==> config.mk <==
export PLATFORM = sky130hd
export DESIGN_NAME = ref_cmp_timer
export DESIGN_NICKNAME = d
export VERILOG_FILES = /design/src/rtl/rct_pkg.sv /design/src/rtl/rct_regs.sv /design/src/rtl/rct_prescaler.sv /design/src/rtl/rct_counter.sv /design/src/rtl/ref_cmp_timer.sv
export SDC_FILE = /design/constraint.sdc
export NUM_CORES = 1
export LEC_CHECK = 0
export BUFFER_PORTS_ARGS = -buffer_cell sky130_fd_sc_hd__clkbuf_2
export CORE_AREA = 2 2 99 101
export CTS_CLUSTER_DIAMETER = 30
export DETAILED_ROUTE_END_ITERATION = 16
export DIE_AREA = 0 0 101 103
export GPL_TIMING_DRIVEN = 0
export PLACE_DENSITY = 0.83
export REMOVE_ABC_BUFFERS = 1
export SLEW_MARGIN = 20
export SYNTH_ARGS = -nofsm -noshare
export SYNTH_HDL_FRONTEND = slang
export SYNTH_HIERARCHICAL = 1
export SYNTH_SLANG_ARGS = --single-unit
==> constraint.sdc <==
create_clock -name clk -period 5 [get_ports clk]
set_clock_uncertainty 0.1 [all_clocks]
set_input_delay 1.5 -clock clk [delete_from_list [all_inputs] [get_ports clk]]
set_output_delay 1.5 -clock clk [all_outputs]
set_load 0.03 [all_outputs]
==> src/rtl/rct_pkg.sv <==
// Shared offsets, bit positions and tick-source encoding for the timer.
package rct_pkg;
    localparam int OFF_CTRL = 'h00;
    localparam int OFF_REF  = 'h04;
    localparam int OFF_CAPT = 'h08;
    localparam int OFF_CNT  = 'h0C;
    localparam int OFF_EVT  = 'h11;

    localparam int CB_EN     = 0;
    localparam int CB_SRC_LO = 1;
    localparam int CB_WRAP   = 3;
    localparam int CB_IRQEN  = 4;
    localparam int CB_DIV_LO = 8;

    localparam int EB_CAPT = 0;
    localparam int EB_MATCH = 1;
    localparam int EVT_W   = 2;

    typedef enum logic [1:0] {
        SRC_NONE  = 2'd0,
        SRC_DIV   = 2'd1,
        SRC_DIV16 = 2'd2,
        SRC_EXT   = 2'd3
    } tick_src_e;
endpackage

==> src/rtl/rct_regs.sv <==
// Register file: decodes offsets, holds control, reference, capture and event
// words, and forms the read mux. Assumes at most one write per cycle and that
// all offsets fit in ADDR_W bits.
module rct_regs
    import rct_pkg::*;
#(
    parameter int DW     = 16,
    parameter int ADDR_W = 5
) (
    input  logic              clk,
    input  logic              rst_n,
    input  logic              wr_en,
    input  logic [ADDR_W-1:0] addr,
    input  logic [DW-1:0]     wdata,
    input  logic [DW-1:0]     count_q,
    input  logic              ref_hit,
    output logic [DW-1:0]     rdata,
    output logic              run_en,
    output tick_src_e         src,
    output logic              wrap_mode,
    output logic              irq_en,
    output logic [DW-9:0]     div_val,
    output logic [DW-1:0]     ref_q,
    output logic              match_flag,
    output logic              cnt_load,
    output logic              phase_clr
);
    logic [DW-1:0]    ctrl_q;
    logic [DW-1:0]    capt_q;
    logic [EVT_W-1:0] evt_q;
    logic sel_ctrl, sel_ref, sel_capt, sel_cnt, sel_evt;
    logic wr_ctrl, wr_ref, wr_capt, wr_evt, shut_off;
    logic [EVT_W-1:0] evt_clr, evt_set;

    // Offset decode.
    always_comb begin
        sel_ctrl = (addr == ADDR_W'(OFF_CTRL));
        sel_ref  = (addr == ADDR_W'(OFF_REF));
        sel_capt = (addr == ADDR_W'(OFF_CAPT));
        sel_cnt  = (addr == ADDR_W'(OFF_CNT));
        sel_evt  = (addr == ADDR_W'(OFF_EVT));
    end

    // Write strobes and the enable 1->0 detection.
    always_comb begin
        wr_ctrl  = wr_en & sel_ctrl;
        wr_ref   = wr_en & sel_ref;
        wr_capt  = wr_en & sel_capt;
        wr_evt   = wr_en & sel_evt;
        cnt_load = wr_en & sel_cnt;
        shut_off = wr_ctrl & ctrl_q[CB_EN] & ~wdata[CB_EN];
        phase_clr = wr_ctrl | wr_ref;
    end

    // Control word storage.
    always_ff @(posedge clk) begin
        if (!rst_n)       ctrl_q <= '0;
        else if (wr_ctrl) ctrl_q <= wdata;
    end

    // Reference storage, wiped when the timer is switched off.
    always_ff @(posedge clk) begin
        if (!rst_n)        ref_q <= '0;
        else if (shut_off) ref_q <= '0;
        else if (wr_ref)   ref_q <= wdata;
    end

    // Capture word, plain storage.
    always_ff @(posedge clk) begin
        if (!rst_n)       capt_q <= '0;
        else if (wr_capt) capt_q <= wdata;
    end

    // Event flag set and write-one-to-clear terms; a set wins over a clear.
    always_comb begin
        evt_clr = wr_evt ? wdata[EVT_W-1:0] : '0;
        evt_set = '0;
        evt_set[EB_MATCH] = ref_hit;
    end

    // Event word update.
    always_ff @(posedge clk) begin
        if (!rst_n) evt_q <= '0;
        else        evt_q <= (evt_q & ~evt_clr) | evt_set;
    end

    // Field extraction for the datapath.
    always_comb begin
        run_en     = ctrl_q[CB_EN];
        src        = tick_src_e'(ctrl_q[CB_SRC_LO +: 2]);
        wrap_mode  = ctrl_q[CB_WRAP];
        irq_en     = ctrl_q[CB_IRQEN];
        div_val    = ctrl_q[DW-1:CB_DIV_LO];
        match_flag = evt_q[EB_MATCH];
    end

    // Read mux; unmapped offsets return zero.
    always_comb begin
        rdata = '0;
        if (sel_ctrl)      rdata = ctrl_q;
        else if (sel_ref)  rdata = ref_q;
        else if (sel_capt) rdata = capt_q;
        else if (sel_cnt)  rdata = count_q;
        else if (sel_evt)  rdata = DW'(evt_q);
    end
endmodule

==> src/rtl/rct_prescaler.sv <==
// Clock divider: emits a one-cycle tick every (div_val+1) clocks, or 16 times
// that when the divide-by-16 source is chosen. Holds at phase zero while not
// running or when phase_clr is asserted.
module rct_prescaler
    import rct_pkg::*;
#(
    parameter int PRE_W = 8,
    parameter int EXT_W = 4
) (
    input  logic             clk,
    input  logic             rst_n,
    input  logic             run_en,
    input  tick_src_e        src,
    input  logic [PRE_W-1:0] div_val,
    input  logic             phase_clr,
    output logic             tick
);
    localparam int CW = PRE_W + EXT_W + 1;

    logic [CW-1:0] phase_q;
    logic [CW-1:0] base, term;
    logic          active;

    // Terminal phase from the divider value and source.
    always_comb begin
        base   = CW'(div_val) + CW'(1);
        term   = ((src == SRC_DIV16) ? (base << EXT_W) : base) - CW'(1);
        active = run_en & ((src == SRC_DIV) | (src == SRC_DIV16));
        tick   = active & (phase_q == term);
    end

    // Phase counter.
    always_ff @(posedge clk) begin
        if (!rst_n)                         phase_q <= '0;
        else if (!active || phase_clr || tick) phase_q <= '0;
        else                                phase_q <= phase_q + CW'(1);
    end
endmodule

==> src/rtl/rct_counter.sv <==
// Up-counter with reference compare. A tick at count == reference raises
// ref_hit; in wrap mode the count then returns to zero. A direct load wins.
module rct_counter #(
    parameter int DW = 16
) (
    input  logic          clk,
    input  logic          rst_n,
    input  logic          tick,
    input  logic          wrap_mode,
    input  logic [DW-1:0] ref_val,
    input  logic          load,
    input  logic [DW-1:0] load_val,
    output logic [DW-1:0] count_q,
    output logic          ref_hit
);
    // Compare on tick.
    always_comb ref_hit = tick & (count_q == ref_val);

    // Count, wrap or load.
    always_ff @(posedge clk) begin
        if (!rst_n)                     count_q <= '0;
        else if (load)                  count_q <= load_val;
        else if (ref_hit && wrap_mode)  count_q <= '0;
        else if (tick)                  count_q <= count_q + DW'(1);
    end
endmodule

==> src/rtl/ref_cmp_timer.sv <==
// Top of the prescaled reference compare timer: register file, divider and
// compare counter. Assumes DW >= 16 so the divider field is DW-8 bits wide.
module ref_cmp_timer
    import rct_pkg::*;
#(
    parameter int DW     = 16,
    parameter int ADDR_W = 5
) (
    input  logic              clk,
    input  logic              rst_n,
    input  logic              wr_en,
    input  logic [ADDR_W-1:0] addr,
    input  logic [DW-1:0]     wdata,
    output logic [DW-1:0]     rdata,
    output logic              irq
);
    localparam int PRE_W = DW - 8;

    logic             run_en, wrap_mode, irq_en, match_flag;
    logic             cnt_load, phase_clr, tick, ref_hit;
    tick_src_e        src;
    logic [PRE_W-1:0] div_val;
    logic [DW-1:0]    ref_q, count_q;

    rct_regs #(.DW(DW), .ADDR_W(ADDR_W)) u_regs (
        .clk(clk), .rst_n(rst_n), .wr_en(wr_en), .addr(addr), .wdata(wdata),
        .count_q(count_q), .ref_hit(ref_hit), .rdata(rdata),
        .run_en(run_en), .src(src), .wrap_mode(wrap_mode), .irq_en(irq_en),
        .div_val(div_val), .ref_q(ref_q), .match_flag(match_flag),
        .cnt_load(cnt_load), .phase_clr(phase_clr)
    );

    rct_prescaler #(.PRE_W(PRE_W), .EXT_W(4)) u_pre (
        .clk(clk), .rst_n(rst_n), .run_en(run_en), .src(src),
        .div_val(div_val), .phase_clr(phase_clr), .tick(tick)
    );

    rct_counter #(.DW(DW)) u_cnt (
        .clk(clk), .rst_n(rst_n), .tick(tick), .wrap_mode(wrap_mode),
        .ref_val(ref_q), .load(cnt_load), .load_val(wdata),
        .count_q(count_q), .ref_hit(ref_hit)
    );

    // Interrupt request from the stored flag and enable.
    always_comb irq = irq_en & match_flag;
endmodule

* Word level (Yosys, flattened, before mapping)
Index checks and enable logic that the tools add are counted.
** Word-level totals
- Register bits :: 79
- Latch bits :: 0
- Bits in writable memories :: 0
- Bits in read-only memories :: 0
- Input bits :: 24
- Output and inout bits :: 17
- Logic and storage cells :: 54
- Memories kept :: 0
** Operators by class
- Add/sub/neg operators :: 4
- Multiply operators :: 0
- Div/mod/pow operators :: 0
- Magnitude comparators :: 0
- Equal/unequal tests :: 8
- Shift-type cells :: 0
- Muxes and demuxes :: 10
- Bitwise logic cells :: 18
- Reductions and logical operators :: 8
** Operators by type and width (count)
- 2-to-1 mux 16 bit :: 7
- adder 16 x 1 -> 16 bit (second input constant) :: 1
- equality test 16 bit :: 1
- adder 13 x 1 -> 13 bit (second input constant) :: 1
- equality test 13 bit :: 1
- 2-to-1 mux 13 bit :: 1
- subtractor 13 x 1 -> 13 bit (second input constant) :: 1
- bitwise AND 1 bit :: 11
- equality test 5 x 4 -> 1 bit (second input constant) :: 2
- adder 8 x 1 -> 9 bit (second input constant) :: 1
- equality test 5 x 3 -> 1 bit (second input constant) :: 1
- equality test 5 bit (second input constant) :: 1
- zero test 5 bit :: 1
- 2-to-1 mux 2 bit :: 2
- OR reduction 2 bit :: 2
- nonzero test 3 bit :: 1
- bitwise AND 2 bit :: 1
- equality test 2 x 1 -> 1 bit (second input constant) :: 1
- equality test 2 bit (second input constant) :: 1
- logical OR 1 bit :: 2
- inverter 1 bit :: 2
- inverter 2 bit :: 1
- bitwise OR 1 bit :: 2
- bitwise OR 2 bit :: 1
- other kinds (2) :: 2

* Depth between registers and ports, before layout
- Word-level depth :: 9
- Mapped depth :: 21
- Gate-level depth less buffers :: 17

* Cells and area by module
The synthesis kept the hierarchy.
** Modules (own cells, without submodules)
- rct_regs :: instances 1, cells an instance 263, area each 2560.0 um2, seq. area each 1001.0 um2
- rct_prescaler :: instances 1, cells an instance 217, area each 1771.7 um2, seq. area each 260.2 um2
- rct_counter :: instances 1, cells an instance 148, area each 1184.9 um2, seq. area each 320.3 um2
- ref_cmp_timer :: instances 1, cells an instance 1, area each 6.3 um2, seq. area each 0.0 um2

* Worst setup path before layout
OpenSTA, ideal clock, no wires.
- Kind :: input to output
- Start point :: input port addr[3]
- End point :: output port rdata[0]
- Data arrival time :: 2.832 ns
- Required time :: 3.400 ns
- Setup slack :: 0.568 ns
- Stages :: 4
- Buffers on the path :: 2
- Cells stage by stage :: clkbuf_1 > buf_2 > mux4_2 > a22o_1
** Between the ends
- Longest elaborated chain between the ends :: 6
- Elaborated cells on any way between the ends :: 10
- Those cells by class :: eq/ne: 4; mux: 5; reduce/logical: 1
** Ends and longest elaborated chain
- start: declaration :: RTL line ref_cmp_timer.sv:12 : input logic [ADDR_W-1:0] addr,
- equality test 5 bit :: RTL line rct_regs.sv:41 : sel_evt = (addr == ADDR_W'(OFF_EVT));
- 2-to-1 mux 2 bit :: RTL line rct_regs.sv:104 : else if (sel_evt) rdata = DW'(evt_q);
- 2-to-1 mux 16 bit :: RTL line rct_regs.sv:103 : else if (sel_cnt) rdata = count_q;
- 2-to-1 mux 16 bit :: RTL line rct_regs.sv:102 : else if (sel_capt) rdata = capt_q;
- 2-to-1 mux 16 bit :: RTL line rct_regs.sv:101 : else if (sel_ref) rdata = ref_q;
- 2-to-1 mux 16 bit (*) :: RTL line rct_regs.sv:100 : if (sel_ctrl) rdata = ctrl_q;
- end: declaration :: RTL line ref_cmp_timer.sv:14 : output logic [DW-1:0] rdata,
Every way passes the cells marked *; elsewhere a longest branch is shown, timed or not.

* Worst setup path after layout
- Start point :: input port addr[3]
- End point :: output port rdata[1]
The elaborated chain is that of the path after synthesis.

==> flow_metrics.py <==
metrics = {
    "clock_tree": {
        "clock_latency_ns": 0.36,
        "cts_sinks": 79,
        "cts_max_level": 3,
        "clk_pin_slew_worst_paths_ns": 0.08,
        "clockBufferDepth": 2,
        "cts_made_buffers": 9,
        "hold_buffers": 0,
        "cts_tree": "done",
        "clockRootBuffer": "clkbuf_8",
    },
    "synthesis": {
        "ys.flop_type": "dfxtp_1",
        "synth_cell_types": 79,
        "syn_area_mm2": 0.005523,
        "synth-edff-count": 0,
        "synth-seq-cells": 79,
        "synth_warnings": 6,
        "synthCells": 629,
        "yosysSeqAreaShare_pct": 28.64,
        "synth_top_area_share_pct": 28.64,
        "synth.area.top_cells": "dfxtp_1 29%, mux4_2 6.5%, mux2i_1 6.3%",
        "synth.largest_area_cell": "dfxtp_1",
        "async_reset_ff_share_pct": 0,
        "syn_avg_cell_area_um2": 8.780,
    },
    "pwr": {
        "powerDensity_mw_per_mm2": 201.4,
        "internal_power_mw": 0.8578,
        "switching_share_pct": 25.62,
        "power_switching_mw": 0.2955,
        "clockPowerShare_pct": 37.0,
        "power_frac_comb_pct": 7.7,
        "report.power.total_mw": 1.153,
        "vdd_ir_drop_max_mv": 0.1411,
        "sequentialPowerShare_pct": 55.3,
        "power.leakage_nw": 2.203,
    },
    "cells_and_area": {
        "final_common_cell": "nand2_1",
        "finalNetCount": 658,
        "multi_input_area_mm2": 0.003523,
        "nFillCells": 818,
        "area.growth.synth_to_final_pct": 3.670,
        "final_cell_mix": "86 x nand2_1, 79 x dfxtp_1, 39 x clkbuf_2",
        "insertedDiodeCount": 0,
        "drive_gt1_share_pct": 18.45,
        "stdcell_count": 748,
        "seqCellArea_mm2": 0.001582,
    },
    "timing": {
        "relSlewSlack_pct": 26.80,
        "setup_viol": 0,
        "maxSlewViolCount": 0,
        "worst_slack_ns": 0.3025,
        "layout_min_cycle_time_ns": 4.698,
        "hold_viol_final": 0,
        "rsz0062_at_grt": "no",
        "fin_hold_ws_ns": 0.3611,
        "final.setup.tns_ns": 0,
        "max_slew.worst_pin.slew_ns": 1.098,
        "timing.fmax_mhz": 212.9,
        "final.period_utilization_pct": 93.95,
    },
    "setup_path": {
        "critPathArrivalTime_ns": 3.10,
        "slowest_stage": "mux4_2",
        "crit_path_frequent_cell": "clkbuf_2",
        "critPathMaxFanout": 25,
        "worstSetupStartpoint": "addr[3]",
        "critPathKind": "input pin to output pin",
        "required_ns": 3.40,
        "crit_chain": "clkbuf_2 > mux4_2 > a22o_1 > clkbuf_2",
        "end_kind": "output pin",
        "reg2reg_from": "u_regs/ctrl_q[1]",
        "cpPeakStageDelay_ns": 0.60,
        "critPathLaunchType": "input pin",
    },
    "die": {
        "rows": 36,
        "io_pins": 41,
        "die_w_um": 101,
        "dieHeight_um": 103,
        "core-area_mm2": 0.009459,
        "start_util_pct": 58.39,
        "dieArea_mm2": 0.01040,
    },
    "placement": {
        "dpl_worst_slack_ns": -0.9043,
        "dp_hpwl_um": 9057,
        "numPortBuffers": 40,
        "place_inst": 728,
        "globalplace.congestion": 0.8956,
    },
    "global_route": {
        "grt_max_degree": 58,
        "grt_pass1_vias": 4591,
        "grt_overflow": 0,
        "grt_pass1_wl_um": 21810,
        "antenna_found_initial": 0,
        "grt_usage_pct": 26.39,
    },
    "worst_hold_path": {
        "hold_class": "flip-flop to flip-flop",
        "min_from": "u_regs/evt_q[0]",
    },
    "drt": {
        "drcViolationCount": 0,
        "viasPerCell": 6.290,
        "dr.pass1.iters": 6,
        "wl_um": 13390,
        "drt_first_iter_violations": 319,
        "wl_per_cell_um": 17.89,
        "vias": 4705,
        "drtAntennaViolNets": 0,
    },
    "run": {
        "cap_viol_max_count": 0,
    },
    "outcome": {
        "status": "completed",
    },
}
[synth_stat cells (11+ instances only)]
cell type	count
clkbuf_1	20
buf_6	14
xor2_1	26
nor2_1	24
nor3_1	12
mux4_2	16
nor3b_1	19
and2_1	20
xnor2_1	32
mux2i_1	35
dfxtp_1	79
o22ai_1	17
a21oi_1	37
nand3_1	28
inv_1	11
o21ai_0	24
nand2_1	86
[power by group through the flow]
stage	clock network, mW	logic (mW)	registers [mW]
6_report	0.427	0.0892	0.637
5_1_grt	0.463	0.0955	0.638
3_5_place_dp	0	0.0865	0.652
2_1_floorplan	0	0.0413	0.651
3_3_place_gp	0	0.0804	0.652
4_1_cts	0.436	0.0875	0.637
[per-layer routing]
metal / share of wire, % / vias up / GRT usage (%)
met1: 40 / 2252 / 31.06
met3: 6.0 / 39 / 5.153
li1: - / 2232 / -
met5: 0 / - / 0
met4: 2.7 / 0 / 10.81
met2: 51 / 182 / 47.28
[final cells by class]
type / count / share of cell area [%]
sequential: 79 / 27.62
clock inverter: 3 / 0.3278
tap: 114 / 2.491
clock buffer: 13 / 2.601
timing repair buffer: 47 / 4.567
inverter: 12 / 0.8523
multi-input combinational: 480 / 61.54
[through the flow]
stage                     utilization (%)  cell area (um^2)
after global placement              57.50              5439
after floorplan                         -              5096
final                               60.53              5725
after global routing                60.53              5725
after detailed placement            58.23              5508
after CTS                           60.38              5712
[sequential cells by signal, indices dropped and copies added, names as in the netlist]
| signal | count |
|---|---|
| u_cnt/count_q | 16 |
| u_pre/phase_q | 13 |
| u_regs/capt_q | 16 |
| u_regs/ctrl_q | 16 |
| u_regs/evt_q | 2 |
| u_regs/ref_q | 16 |
[timing repair]
| item | in CTS | in global routing |
|---|---|---|
| endpoints found under the setup margin | 17 | 17 |
| buffers inserted | 3 | 0 |
| pin swaps | 1 | 0 |
| gates resized for setup | 1 | 2 |
| cloned | 1 | 0 |
[kinds of logic after synthesis]
| kind of cell | after synthesis | share of synthesized area [%] |
|---|---|---|
| adder cells (fa/ha/maj) | 5 | 1.133 |
| AND/OR/NAND/NOR | 245 | 24.33 |
| buffers and inverters | 71 | 8.541 |
| AO/OA/AOI/OAI | 117 | 14.41 |
| multiplexers | 53 | 13.34 |
| XOR/XNOR | 59 | 9.606 |
| flip-flops | 79 | 28.64 |
[final timing paths]
path,endpoint,slack (ns),depth (start not counted)
setup reg to reg,u_cnt/count_q[6],0.37,17
hold / removal,u_regs/evt_q[0],0.36,2
setup / recovery,rdata[1],0.30,4
hold reg to reg,u_regs/evt_q[0],0.36,2
[critical path, delay by kind of cell]
family	cells	cell delay [ns]
AOI/OAI and AO/OA	1	0.24
buffers and inverters	2	0.75
muxes	1	0.60
No activity file was read; power rests on OpenSTA's default activity.
